===== config.mk =====
export PLATFORM = sky130hd
export DESIGN_NAME = nrz_cmd_rx
export DESIGN_NICKNAME = d
export VERILOG_FILES = /design/src/rtl/nrz_cmd_rx_pkg.sv /design/src/rtl/nrz_sample_unpack.sv /design/src/rtl/nrz_char_fsm.sv /design/src/rtl/nrz_cmd_rx.sv
export SDC_FILE = /design/constraint.sdc
export NUM_CORES = 1
export LEC_CHECK = 0
export BUFFER_PORTS_ARGS = -buffer_cell sky130_fd_sc_hd__clkbuf_2
export CAP_MARGIN = 10
export CORE_ASPECT_RATIO = 0.7
export CORE_MARGIN = 2
export CORE_UTILIZATION = 53
export CTS_CLUSTER_DIAMETER = 30
export DETAILED_ROUTE_END_ITERATION = 7
export HOLD_SLACK_MARGIN = 0.02
export MAX_ROUTING_LAYER = met4
export PLACE_DENSITY = 0.75
export SETUP_SLACK_MARGIN = 0.1
export SLEW_MARGIN = 30
export SYNTH_ARGS = -nofsm -noshare
export SYNTH_HDL_FRONTEND = slang
export SYNTH_SLANG_ARGS = --single-unit

===== constraint.sdc =====
create_clock -name clk -period 1.9 [get_ports clk]
set_input_delay 0.19 -clock clk [delete_from_list [all_inputs] [get_ports clk]]
set_output_delay 0.19 -clock clk [all_outputs]
set_load 0.02 [all_outputs]

===== src/rtl/nrz_cmd_rx_pkg.sv =====
package nrz_cmd_rx_pkg;
  localparam int DATA_BITS = 8;
  localparam int CHAR_BITS = DATA_BITS + 2;

  // Order matters: states above RX_SOF mean the reader is sending
  typedef enum logic [1:0] {
    RX_IDLE,
    RX_SOF,
    RX_WAIT,
    RX_DATA
  } rx_state_e;
endpackage


===== src/rtl/nrz_sample_unpack.sv =====
module nrz_sample_unpack (
  input  logic       clk,
  input  logic       rst_n,
  input  logic       in_valid,
  input  logic [7:0] in_byte,
  output logic       bit_valid,
  output logic       bit_val
);
  logic [7:0] sreg_q, sreg_n;
  logic [3:0] left_q, left_n;

  always_comb begin
    sreg_n = sreg_q;
    left_n = left_q;
    if (in_valid) begin
      sreg_n = in_byte;
      left_n = 4'd8;
    end else if (left_q != 4'd0) begin
      sreg_n = {sreg_q[6:0], 1'b0};
      left_n = left_q - 4'd1;
    end
  end

  always_ff @(posedge clk or negedge rst_n) begin
    if (!rst_n) begin
      sreg_q <= 8'h00;
      left_q <= 4'd0;
    end else begin
      sreg_q <= sreg_n;
      left_q <= left_n;
    end
  end

  assign bit_valid = (left_q != 4'd0);
  assign bit_val   = sreg_q[7];
endmodule


===== src/rtl/nrz_char_fsm.sv =====
module nrz_char_fsm
  import nrz_cmd_rx_pkg::*;
#(
  parameter int SPB          = 4,
  parameter int SOF_MIN_BITS = 10,
  parameter int SOF_MAX_BITS = 12,
  parameter int GAP_MAX      = 25,
  parameter int MAX_BYTES    = 256,
  parameter int CNT_W        = $clog2(MAX_BYTES + 1)
) (
  input  logic                 clk,
  input  logic                 rst_n,
  input  logic                 bit_valid,
  input  logic                 bit_val,
  output logic                 byte_valid,
  output logic [DATA_BITS-1:0] byte_data,
  output logic                 frame_done,
  output logic [CNT_W-1:0]     frame_len,
  output logic                 reader_active
);
  localparam int POS_LIM = (GAP_MAX > SPB) ? GAP_MAX : SPB;
  localparam int POS_W   = $clog2(POS_LIM + 2);
  localparam int BIT_LIM = (SOF_MAX_BITS > CHAR_BITS) ? SOF_MAX_BITS : CHAR_BITS;
  localparam int BIT_W   = $clog2(BIT_LIM + 2);

  localparam logic [POS_W-1:0] POS_ONE  = POS_W'(1);
  localparam logic [POS_W-1:0] POS_LAST = POS_W'(SPB - 1);
  localparam logic [POS_W-1:0] POS_MID  = POS_W'(SPB / 2);
  localparam logic [POS_W-1:0] GAP_LIM  = POS_W'(GAP_MAX);
  localparam logic [BIT_W-1:0] BIT_ONE  = BIT_W'(1);
  localparam logic [BIT_W-1:0] SOF_LO   = BIT_W'(SOF_MIN_BITS);
  localparam logic [BIT_W-1:0] SOF_HI   = BIT_W'(SOF_MAX_BITS);
  localparam logic [BIT_W-1:0] BIT_LAST = BIT_W'(CHAR_BITS - 1);
  localparam logic [CNT_W-1:0] CNT_ONE  = CNT_W'(1);
  localparam logic [CNT_W-1:0] CNT_MAX  = CNT_W'(MAX_BYTES);

  rx_state_e              state_q, state_n;
  logic [POS_W-1:0]       pos_q, pos_n, pos_step, pos_inc;
  logic [BIT_W-1:0]       bitc_q, bitc_n, bitc_inc;
  logic [CHAR_BITS-1:0]   shift_q, shift_n, shift_in;
  logic [CNT_W-1:0]       cnt_q, cnt_n;
  logic                   bv_n, fd_n;
  logic [DATA_BITS-1:0]   bd_n;
  logic [CNT_W-1:0]       fl_n;

  always_comb begin
    pos_inc  = pos_q + POS_ONE;
    pos_step = (pos_q == POS_LAST) ? '0 : pos_inc;
    bitc_inc = bitc_q + BIT_ONE;
    shift_in = {bit_val, shift_q[CHAR_BITS-1:1]};

    state_n = state_q;
    pos_n   = pos_q;
    bitc_n  = bitc_q;
    shift_n = shift_q;
    cnt_n   = cnt_q;
    bv_n    = 1'b0;
    bd_n    = byte_data;
    fd_n    = 1'b0;
    fl_n    = frame_len;

    if (bit_valid) begin
      unique case (state_q)
        RX_IDLE: begin
          if (!bit_val) begin
            state_n = RX_SOF;
            pos_n   = POS_ONE;
            bitc_n  = '0;
            cnt_n   = '0;
          end
        end
        RX_SOF: begin
          if (bit_val) begin
            if (bitc_q >= SOF_LO) begin
              state_n = RX_WAIT;
              pos_n   = '0;
            end else begin
              state_n = RX_IDLE;
            end
          end else if (pos_q == POS_LAST) begin
            pos_n  = '0;
            bitc_n = bitc_inc;
            if (bitc_inc > SOF_HI) state_n = RX_IDLE;
          end else begin
            pos_n = pos_inc;
          end
        end
        RX_WAIT: begin
          if (bit_val) begin
            if (pos_inc > GAP_LIM) state_n = RX_IDLE;
            else                   pos_n   = pos_inc;
          end else begin
            state_n = RX_DATA;
            pos_n   = '0;
            bitc_n  = '0;
            shift_n = '0;
          end
        end
        RX_DATA: begin
          pos_n = pos_step;
          if (pos_step == POS_MID) begin
            shift_n = shift_in;
            if (bitc_q == BIT_LAST) begin
              if (!shift_in[0] && shift_in[CHAR_BITS-1]) begin
                if (cnt_q >= CNT_MAX) begin
                  state_n = RX_IDLE;
                end else begin
                  bv_n    = 1'b1;
                  bd_n    = shift_in[DATA_BITS:1];
                  cnt_n   = cnt_q + CNT_ONE;
                  state_n = RX_WAIT;
                  pos_n   = '0;
                end
              end else if (shift_in == '0) begin
                state_n = RX_IDLE;
                if (cnt_q != '0) begin
                  fd_n = 1'b1;
                  fl_n = cnt_q;
                end
              end else begin
                state_n = RX_IDLE;
              end
            end else begin
              bitc_n = bitc_inc;
            end
          end
        end
        default: state_n = RX_IDLE;
      endcase
    end
  end

  always_ff @(posedge clk or negedge rst_n) begin
    if (!rst_n) begin
      state_q    <= RX_IDLE;
      pos_q      <= '0;
      bitc_q     <= '0;
      shift_q    <= '0;
      cnt_q      <= '0;
      byte_valid <= 1'b0;
      byte_data  <= '0;
      frame_done <= 1'b0;
      frame_len  <= '0;
    end else begin
      state_q    <= state_n;
      pos_q      <= pos_n;
      bitc_q     <= bitc_n;
      shift_q    <= shift_n;
      cnt_q      <= cnt_n;
      byte_valid <= bv_n;
      byte_data  <= bd_n;
      frame_done <= fd_n;
      frame_len  <= fl_n;
    end
  end

  assign reader_active = (state_q > RX_SOF);
endmodule


===== src/rtl/nrz_cmd_rx.sv =====
module nrz_cmd_rx
  import nrz_cmd_rx_pkg::*;
#(
  parameter int SPB          = 4,
  parameter int SOF_MIN_BITS = 10,
  parameter int SOF_MAX_BITS = 12,
  parameter int GAP_MAX      = 25,
  parameter int MAX_BYTES    = 256,
  localparam int CNT_W       = $clog2(MAX_BYTES + 1)
) (
  input  logic                 clk,
  input  logic                 rst_n,
  input  logic                 in_valid,
  input  logic [7:0]           in_byte,
  output logic                 byte_valid,
  output logic [DATA_BITS-1:0] byte_data,
  output logic                 frame_done,
  output logic [CNT_W-1:0]     frame_len,
  output logic                 reader_active
);
  logic [1:0] rst_sync_q;
  logic       rst_core_n;
  logic       bit_valid, bit_val;

  always_ff @(posedge clk or negedge rst_n) begin
    if (!rst_n) rst_sync_q <= 2'b00;
    else        rst_sync_q <= {rst_sync_q[0], 1'b1};
  end
  assign rst_core_n = rst_sync_q[1];

  nrz_sample_unpack u_unpack (
    .clk       (clk),
    .rst_n     (rst_core_n),
    .in_valid  (in_valid),
    .in_byte   (in_byte),
    .bit_valid (bit_valid),
    .bit_val   (bit_val)
  );

  nrz_char_fsm #(
    .SPB          (SPB),
    .SOF_MIN_BITS (SOF_MIN_BITS),
    .SOF_MAX_BITS (SOF_MAX_BITS),
    .GAP_MAX      (GAP_MAX),
    .MAX_BYTES    (MAX_BYTES),
    .CNT_W        (CNT_W)
  ) u_fsm (
    .clk           (clk),
    .rst_n         (rst_core_n),
    .bit_valid     (bit_valid),
    .bit_val       (bit_val),
    .byte_valid    (byte_valid),
    .byte_data     (byte_data),
    .frame_done    (frame_done),
    .frame_len     (frame_len),
    .reader_active (reader_active)
  );
endmodule


==> Word level (Yosys, flattened, before mapping) <==
Cells that the tools add are included.
{ "totals": {"regBits": 63, "output_inout_bits": 20, "input_bits": 11, "elab_cells": 116} }
{ "classes": {"n_eq_ne": 21, "n_addsub": 4, "n_mux": 55, "magnitude_cmp": 5, "n_bitwise": 2, "reduce_logical": 17} }
{ "ops": {"columns": ["operator", "count"], "rows": [
  ["2-to-1 mux 5 bit", 10],
  ["2-to-1 mux 9 bit", 5],
  ["2-to-1 mux 4 bit", 7],
  ["2-to-1 mux 2 bit", 11],
  ["AND reduction 7 bit", 3],
  ["2-to-1 mux 10 bit", 2],
  ["one-hot mux 10 bit (2 select lines)", 1],
  ["one-hot mux 5 bit (4 select lines)", 1],
  ["one-hot mux 9 bit (2 select lines)", 1],
  ["2-to-1 mux 8 bit", 2],
  ["2-to-1 mux 1 bit", 13],
  ["!= test 2 bit (second input constant)", 6],
  ["one-hot mux 4 bit (3 select lines)", 1],
  ["AND reduction 6 bit", 2],
  ["equality test 5 x 2 -> 1 bit (second input constant)", 2],
  ["zero test 10 bit", 1],
  ["adder 9 x 1 -> 9 bit (second input constant)", 1],
  [">= comparator 9 bit (second input constant)", 1],
  ["!= test 3 bit (second input constant)", 3],
  ["nonzero test 9 bit", 1],
  ["!= test 2 x 1 -> 1 bit (second input constant)", 4],
  ["one-hot mux 2 bit (4 select lines)", 1],
  ["AND reduction 4 bit", 2],
  ["!= test 3 x 1 -> 1 bit (second input constant)", 2],
  ["17 further kinds", 21]
]} }

==> Logic depth before layout (Yosys ltp) <==
Gate-level depths: netlist (run 1).
{ "depth": {"word_depth": 8, "mapped_depth": 9} }

==> Cells and area by module <==
A second synthesis (run 1) with hierarchy kept.
{ "unflattened": {"hier_cells": 323, "hier_area_um2": 3345.7} }
{ "by_module_without_submodules": {"columns": ["mod", "cells_per_inst", "instances", "area_per_inst_um2"], "rows": [
  ["nrz_char_fsm", 260, 1, 2718.9],
  ["nrz_sample_unpack", 60, 1, 573.0],
  ["nrz_cmd_rx", 3, 1, 53.8]
]} }

==> Worst setup path before layout (run 1) <==
Ideal clock, no wire load.
{ "synth_path": {"kind": "register to register", "start": "reg u_fsm.pos_q[0]", "end": "reg u_fsm.bitc_q[2]", "period_less_slack_ns": 2.032, "arrival_time_ns": 1.901, "setup_time_ns": 0.131, "setup_slack_ns": -0.132, "stages_incl_launch_ff": 8, "required_time_ns": 1.769, "path_cell_list": "dfrtp_1 -> ha_1 -> or4b_4 -> o21a_1 -> o22ai_1 -> o211ai_2 -> o21ai_0 -> o31ai_1"} }
{ "synth_via": {"elab_chain_cells": 5, "elab_cells_between_ends": 7, "classes_between": "1 x add/sub; 4 x eq/ne; 1 x mux; 1 x reduce/logical"} }
{ "synth_lines": {"columns": ["item", "line_no", "rtl"], "rows": [
  ["start, declared", "nrz_char_fsm.sv:38", "logic [POS_W-1:0] pos_q, pos_n, pos_step, pos_inc;"],
  ["start signal, assigned", "nrz_char_fsm.sv:146", "pos_q <= pos_n;"],
  ["adder 5 x 1 -> 5 bit or equality test 5 x 2 -> 1 bit (tied branches)", "nrz_char_fsm.sv:47, nrz_char_fsm.sv:48, nrz_char_fsm.sv:80", null],
  ["2-to-1 mux 5 bit", "nrz_char_fsm.sv:48", "pos_step = (pos_q == POS_LAST) ? '0 : pos_inc;"],
  ["equality test 5 x 2 -> 1 bit", "nrz_char_fsm.sv:101", "if (pos_step == POS_MID) begin"],
  ["!= test 2 x 1 -> 1 bit (no source line)", null, null],
  ["AND reduction 6 bit (no source line) *", null, null],
  ["end signal, assigned", "nrz_char_fsm.sv:147", "bitc_q <= bitc_n;"],
  ["end, declared", "nrz_char_fsm.sv:39", "logic [BIT_W-1:0] bitc_q, bitc_n, bitc_inc;"]
]} }
Every way passes the cells marked *; elsewhere a longest branch is shown, timed or not.
A chain may end at the register's enable or synchronous reset.

==> Worst setup path in the final report (run 1) <==
{ "layout_path": {"start": "reg u_fsm.pos_q[0]", "end": "reg u_fsm.pos_q[3]"} }
{ "layout_via": {"elab_chain_cells": 7, "elab_cells_between_ends": 15, "classes_between": "1 x add/sub; 1 x order compare; 3 x eq/ne; 9 x mux; 1 x reduce/logical"} }
{ "layout_lines": {"columns": ["item"], "rows": [
  ["branches (longest 7 deep; another with adder 5 x 1 -> 5 bit)"]
]} }
Parallel ways; which one is timed is not known. The select of a mux whose other input is x is not followed.

==> flow_summary.ini, run 1 <==
[floorplanning]
dieArea_sq_um = 6720
rows = 23
ios = 31
core_sq_um = 5780
die_y_um = 69.2
start_util_pct = 55.6
die_w_um = 97.1

[power_and_ir_drop]
p_leak_nw = 2.26
powerDensity_nw_per_um2 = 1340
p_int_mw = 3.62
p_clk_share_pct = 17.1
p_switching_mw = 2.76
p_seq_share_pct = 27.3
vdd_drop_max_mv = 1.11
pwr-share-comb_pct = 55.6
switching_share_pct = 43.3

[timing]
slew_viol_final = 0
finalSetupViolations = 39
holdWs_ns = 0.0448
post-route-period-util_pct = 112
slew-limit-headroom_pct = 52.3
worstMarginPinSlew_ns = 0.713
fin_skew_ns = 0.0155
grt_setup_unrepaired = true
finalSetupTns_ns = -3.42
fin_ws_ns = -0.228
fmax_mhz = 470
hold_viol_final = 0
fin_crit_ns = 2.13

[clock_network]
cts_sinks = 62
clkTransAtPathRegs_ns = 0.07
clk_path_buf_depth = 2
cts_tree = done
htreeDepth = 3
numCtsBuffers = 9
cts-root-buf = clkbuf_8
insertion_delay_ns = 0.35

[drt]
drc = 0
totalWireLength_mm = 9.85
viasPerCell = 6.08
drtIter0Drc = 235
vias = 3091
drt_pass1_iterations = 5
routedWlPerCell_um = 19.4
drtAntennaViolNets = 0

[yosys]
syn_nets = 341
syn_area_per_cell_sq_um = 10.1
yosysWarnings = 0
synth_cells = 320
ys_ff_latch = 62
synth_cell_types = 56
syn-cell-area_sq_um = 3220
synthArstFlopShare_pct = 100
synth_edf_count = 0
ys.flop_type = dfrtp_1
synth-seq-area-share_pct = 48.2

[critical_path]
required_ns = 2.12
ff2ff_setup_slack_ns = -0.23
end_kind = register
cp_max_fo = 4
start_kind = register
worstSetupPathType = reg -> reg
crit_arrival_ns = 2.35

[layout]
area_growth_pct = 47.6
multi_input_area_sq_um = 2010
postLayoutCoreUtil_pct = 82.1
nets = 449
fin_cells = 508
drive_gt1_share_pct = 50.6
seq_area_sq_um = 1560
fillCellCount = 304
n_antenna_cell = 0

[outcome]
violations = negative setup slack
status = finished with violations

[place]
routabilityCongestion = 0.920
hpwlAfterDp_mm = 5.38
port-buffer-count = 30
dp.cells = 464

[grt]
grt_max_degree = 32
grtUsageTotal_pct = 27.3
antenna_found_initial = 0
grt_pass1_vias = 2813
grt_pass1_wl_mm = 14.3
grt_overflow = 0

[worst_hold_path]
min_path_type = in -> reg

[flow_run]
drv_cap = 0
==> layout make-up <==
class	count	share of cell area, %
clock inverter	6	0.949
timing repair buffer	109	17.5
tap	75	1.98
inverter	18	1.50
sequential	62	32.8
clock buffer	10	2.90
multi-input combinational	228	42.4
==> per-layer routing <==
layer	wire length (um)	vias up	track usage (%)
li1	-	1383	-
met4	243	0	6.57
met3	746	35	5.44
met2	4580	159	41.7
met5	0	-	-
met1	4280	1514	38.0
==> through the flow <==
stage	setup WS, ns	instance area (sq um)	total power [mW]
after floorplan	-0.0291	3300	3.22
after global placement	-0.0791	3880	4.06
after detailed placement	-0.138	3880	4.12
after CTS	-0.123	4380	5.68
after global routing	-0.271	4750	6.69
final	-0.228	4750	6.37
==> cells in the final DEF, fill, tap and decap left out, types with 5 or more instances in the layout <==
| cell type | instances |
|---|---|
| mux2i_1 | 10 |
| nand4_1 | 5 |
| clkbuf_8 | 10 |
| buf_6 | 11 |
| buf_4 | 64 |
| nor2_1 | 13 |
| o21ai_1 | 8 |
| nand2_1 | 38 |
| ha_1 | 7 |
| dfrtp_1 | 59 |
| mux2_4 | 14 |
| o21ai_2 | 9 |
| o21ai_0 | 10 |
| o31ai_2 | 6 |
| nand3_1 | 6 |
| nand2_2 | 5 |
| clkbuf_2 | 30 |
| a21oi_2 | 5 |
| inv_1 | 14 |
==> power by group through the flow <==
| stage | clock (mW) | combinational [mW] | sequential [mW] |
|---|---|---|---|
| floorplan | 0 | 1.47 | 1.75 |
| global placement | 0 | 2.34 | 1.71 |
| detailed placement | 0 | 2.40 | 1.72 |
| CTS | 1.08 | 2.89 | 1.71 |
| global route | 1.16 | 3.77 | 1.76 |
| finish | 1.09 | 3.54 | 1.74 |
==> path summary, 6_finish.rpt <==
kind,start,depth (start not counted),endpoint
setup / recovery,u_fsm.pos_q[0]$_DFFE_PN0P_,7,u_fsm.pos_q[3]$_DFFE_PN0P_
hold / removal,in_byte[5],3,u_unpack.sreg_q[5]$_DFFE_PN0P_
setup reg to reg,u_fsm.pos_q[0]$_DFFE_PN0P_,7,u_fsm.pos_q[3]$_DFFE_PN0P_
hold reg to reg,rst_sync_q[1]$_DFF_PN0_,0,u_fsm.byte_data[3]$_DFFE_PN0P_
max in group asynchronous,rst_sync_q[1]$_DFF_PN0_,1,u_fsm.pos_q[0]$_DFFE_PN0P_
min in group asynchronous,rst_n,2,rst_sync_q[1]$_DFF_PN0_
==> registers in the layout, summed over array words and instances (netlist names) <==
name,flops
u_fsm.byte_data,8
u_fsm.cnt_q,9
u_fsm.shift_q,9
u_unpack.left_q,4
u_fsm.state_q,2
u_fsm.pos_q,5
u_fsm.frame_len,9
u_unpack.sreg_q,8
u_fsm.frame_done,1
u_fsm.bitc_q,4
u_fsm.byte_valid,1
rst_sync_q,2
==> cells by family (layout without fill, tap and decap cells) <==
family / Yosys count / in the layout / synth area share [%]
XOR/XNOR: 3 / 3 / 0.817
other: 1 / 1 / 0.117
AND/OR/NAND/NOR: 101 / 103 / 15.8
adder cells (fa/ha/maj): 10 / 10 / 3.89
AO/OA/AOI/OAI: 84 / 84 / 17.8
multiplexers: 27 / 27 / 9.06
buffers and inverters: 32 / 143 / 4.24
flip-flops: 62 / 62 / 48.2
==> synthesized netlist by cell type (4+ instances only) <==
master	n	area (sq um)
and3_1	5	31.3
inv_1	17	63.8
a21oi_1	7	35.0
o21ai_0	27	135
nor3_1	5	25.0
clkbuf_1	8	30.0
nand3_1	8	40.0
dfrtp_1	62	1550
nand2_2	4	25.0
ha_1	10	125
nand4_1	5	31.3
mux2i_1	10	100
nor2_1	14	52.6
nand2_1	40	150
mux2_2	13	146
buf_2	4	20.0
mux2_1	4	45.0
o31ai_1	12	90.1
o22ai_1	4	25.0
a211oi_1	4	30.0
==> timing repair <==
action | in CTS | in global routing
hold buffers | 1 | 0
setup endpoints to repair | 42 | 48
pin swaps | 26 | 23
hold endpoints to repair | 2 | 0
gates cloned | 2 | 1
gates resized for setup | 44 | 60
setup buffers | 10 | 15
==> worst max-delay path, stage by stage (launching register included) <==
cell and delay, ns:
dfrtp_2 0.42, ha_4 0.16, or4b_4 0.49, o211ai_1 0.32, buf_4 0.19, a31oi_4 0.05
a221oi_2 0.25, o22ai_1 0.12
No activity file was read; power rests on OpenSTA's default activity.
==> run 2, diff against run 1 <==
Settings changed: ABC_AREA from default to 1, CELL_PAD_IN_SITES_DETAIL_PLACEMENT from default to 0, CELL_PAD_IN_SITES_GLOBAL_PLACEMENT from default to 2, CORE_UTILIZATION 53 to 32, PLACE_DENSITY 0.75 to default, PLACE_DENSITY_LB_ADDON from default to 0.1.
==> run 2 against run 1 <==
Net effect:
- clock power is 50% higher
- utilization shrank 40 points
- global-route usage shrank 12 points
- design area decreased by 9.0%
- clock skew down 0.0098 ns
- largest cell class unchanged
- sequential power is 9% lower
- first-iteration DRC count shrank 51%
- the flow now finishes without violations
- via count fell by 7.2%
- sequential cell count unchanged
- final cell count is 21% higher
- combinational power down 55%
==> flow_summary.ini, run 2 <==
[grt]
grt_max_degree = 61
antenna_found_initial = 0
grt_overflow = 0
grtUsageTotal_pct = 15.7
grt_pass1_vias = 2655
grt_pass1_wl_mm = 13.4

[timing]
fmax_mhz = 572
slew_viol_final = 0
holdWs_ns = 0.0774
finalSetupTns_ns = 0
fin_skew_ns = 0.00569
grt_setup_unrepaired = true
finalSetupViolations = 0
post-route-period-util_pct = 92.0
hold_viol_final = 0
fin_crit_ns = 1.75

[place]
port-buffer-count = 30
routabilityCongestion = 0.794
placed_area_sq_um = 3750
hpwlAfterDp_mm = 5.61

[power_and_ir_drop]
vdd_drop_max_mv = 0.408
p_clk_share_pct = 33.9
p_leak_nw = 2.14
p_switching_mw = 1.69
p_seq_share_pct = 33.0
powerDensity_nw_per_um2 = 1110
pwr-share-comb_pct = 33.2
p_int_mw = 3.12
switching_share_pct = 35.1

[yosys]
syn-cell-area_sq_um = 3330
ys_ff_latch = 62
synth-seq-area-share_pct = 46.6
synth.largest_area_cell = dfrtp_1
synth_edf_count = 0
yosysWarnings = 0
synth_cells = 418
syn_area_per_cell_sq_um = 7.96
synth.area.top_cells = dfrtp_1 47%, nand2_1 15%, nand3_1 5.9%
synth_top_area_share_pct = 46.6
yosysMostFrequentCell = nand2_1
ys.flop_type = dfrtp_1
synth_cell_types = 35
synthTopCellsByCount = 131 x nand2_1, 62 x dfrtp_1, 44 x inv_1
synthArstFlopShare_pct = 100
syn_nets = 439

[critical_path]
rr_worst_depth = 9
required_ns = 2.16
crit_arrival_ns = 2.01
r2r-end = u_fsm.frame_len[3]$_DFFE_PN0P_
slowest_delay_ns = 0.40
worstSetupPathType = reg -> reg
start_kind = register
cp_cell_sequence = buf_6 > buf_4 > ha_1 > nand4_4 > nor3_4 > buf_12 > buf_8 > nand3_1 > nand2_1
ff2ff_setup_slack_ns = 0.15
end_kind = register
r2r_start = u_fsm.pos_q[0]$_DFFE_PN0P_
cp_max_fo = 7
cp_slowest_cell = dfrtp_1

[clock_network]
cts-root-buf = clkbuf_16
cts_tree = done
insertion_delay_ns = 0.33
numCtsBuffers = 9
cts_sinks = 62
clk_path_buf_depth = 2
htreeDepth = 3
clkTransAtPathRegs_ns = 0.05

[worst_hold_path]
holdPathStages = 3
whs_endpoint = u_unpack.sreg_q[0]$_DFFE_PN0P_
worstHoldStart = in_byte[0]
min_path_type = in -> reg

[layout]
area_growth_pct = 29.8
top_regs = u_fsm.cnt_q: 9 flops, u_fsm.frame_len: 9 flops, u_fsm.shift_q: 9 flops
nets = 500
drive_gt1_share_pct = 28.7
mostFrequentLayoutCells = 115 x nand2_1, 56 x dfrtp_1, 38 x inv_1
finalInstanceArea_sq_um = 4320
n_antenna_cell = 0
final_common_cell = nand2_1

[floorplanning]
die_w_um = 126
core_sq_um = 10200
start_util_pct = 32.5
dieArea_sq_um = 11200
die_y_um = 89.3
ios = 31
rows = 31

[drt]
vias = 2867
drc = 0
totalWireLength_mm = 8.32
viasPerCell = 4.65
drtAntennaViolNets = 0
routedWlPerCell_um = 13.5
drtIter0Drc = 116
drt_pass1_iterations = 4

[flow_run]
drv_cap = 0

[outcome]
status = finished clean
==> run 2: cell types whose count changed in the layout (fill, tap and decap cells not counted), moves of 8 or more <==
| cell | delta |
|---|---|
| buf_4 | -46 |
| clkbuf_16 | +8 |
| clkbuf_8 | -9 |
| inv_1 | +24 |
| mux2_4 | -14 |
| mux2i_1 | -10 |
| nand2_1 | +77 |
| nand2_2 | +13 |
| nand3_1 | +27 |
| nor2_1 | +18 |
==> run 2: worst max-delay path: cells and delay by family (launching register included) <==
| family | cells | cell delay, ns |
|---|---|---|
| fa+ha+maj | 1 | 0.20 |
| buf+inv | 4 | 0.52 |
| flops | 1 | 0.40 |
| simple gates | 4 | 0.55 |
==> run 2: metrics by stage <==
stage	total power, mW	std cells	worst slack (ns)	util [%]
6_report	4.81	616	0.152	42.2
5_1_grt	5.15	616	0.0239	42.2
4_1_cts	4.55	609	0.0954	39.8
3_5_place_dp	2.86	592	-0.0117	36.7
3_3_place_gp	2.87	592	0.0380	36.7
2_1_floorplan	2.46	418	0.135	-
==> run 2: cell families after synthesis <==
kind of cell / count (synthesis) / share of synthesized area, %
simple gates: 243 / 33.5
flops: 62 / 46.6
buf+inv: 58 / 7.71
compound gates: 36 / 6.17
fa+ha+maj: 10 / 3.76
xor+xnor: 8 / 2.11
other cells: 1 / 0.113
==> run 2: what timing repair did <==
action / in CTS / in global routing
resized for setup: 5 / 60
hold buffers: 1 / 0
endpoints found under the hold margin: 2 / 0
cloned: 0 / 2
buffers inserted: 0 / 5
endpoints found under the setup margin: 15 / 56
pin swaps: 0 / 20
==> run 2: how the worst max path moves through the flow <==
stage	from	endpoint	depth (start not counted)
2_1_floorplan	u_fsm.pos_q[0]$_DFFE_PN0P_	u_fsm.frame_len[0]$_DFFE_PN0P_	10
3_3_place_gp	u_fsm.pos_q[0]$_DFFE_PN0P_	u_fsm.cnt_q[3]$_DFFE_PN0P_	12
3_5_place_dp	u_fsm.pos_q[0]$_DFFE_PN0P_	u_fsm.cnt_q[4]$_DFFE_PN0P_	12
4_1_cts	u_fsm.pos_q[0]$_DFFE_PN0P_	u_fsm.cnt_q[0]$_DFFE_PN0P_	11
5_1_grt	u_fsm.pos_q[0]$_DFFE_PN0P_	u_fsm.pos_q[3]$_DFFE_PN0P_	13
6_report	u_fsm.pos_q[0]$_DFFE_PN0P_	u_fsm.frame_len[3]$_DFFE_PN0P_	9
==> run 2: final cells by class <==
type / instances / area [sq um]
Sequential cell: 62 / 1560
Timing Repair inverter: 1 / 5.00
Tap cell: 132 / 165
Clock inverter: 4 / 47.5
Clock buffer: 12 / 246
Fill cell: 1062 / 5920
Multi-Input combinational cell: 299 / 1680
Timing Repair Buffer: 57 / 415
Inverter: 49 / 199
==> run 2: power groups by stage <==
stage,Clock [mW],Combinational [mW],Sequential [mW]
after floorplan,0,0.866,1.59
after global placement,0,1.28,1.59
after detailed placement,0,1.28,1.59
after CTS,1.68,1.30,1.56
after global routing,1.74,1.80,1.61
final,1.63,1.59,1.58
==> run 2: metal layers <==
metal	routed length, um	GRT usage [%]	part of all wire, %
met5	0	-	0
met4	83	4.80	1.0
met3	294	4.61	3.5
met2	3390	21.5	41
met1	4550	22.2	55
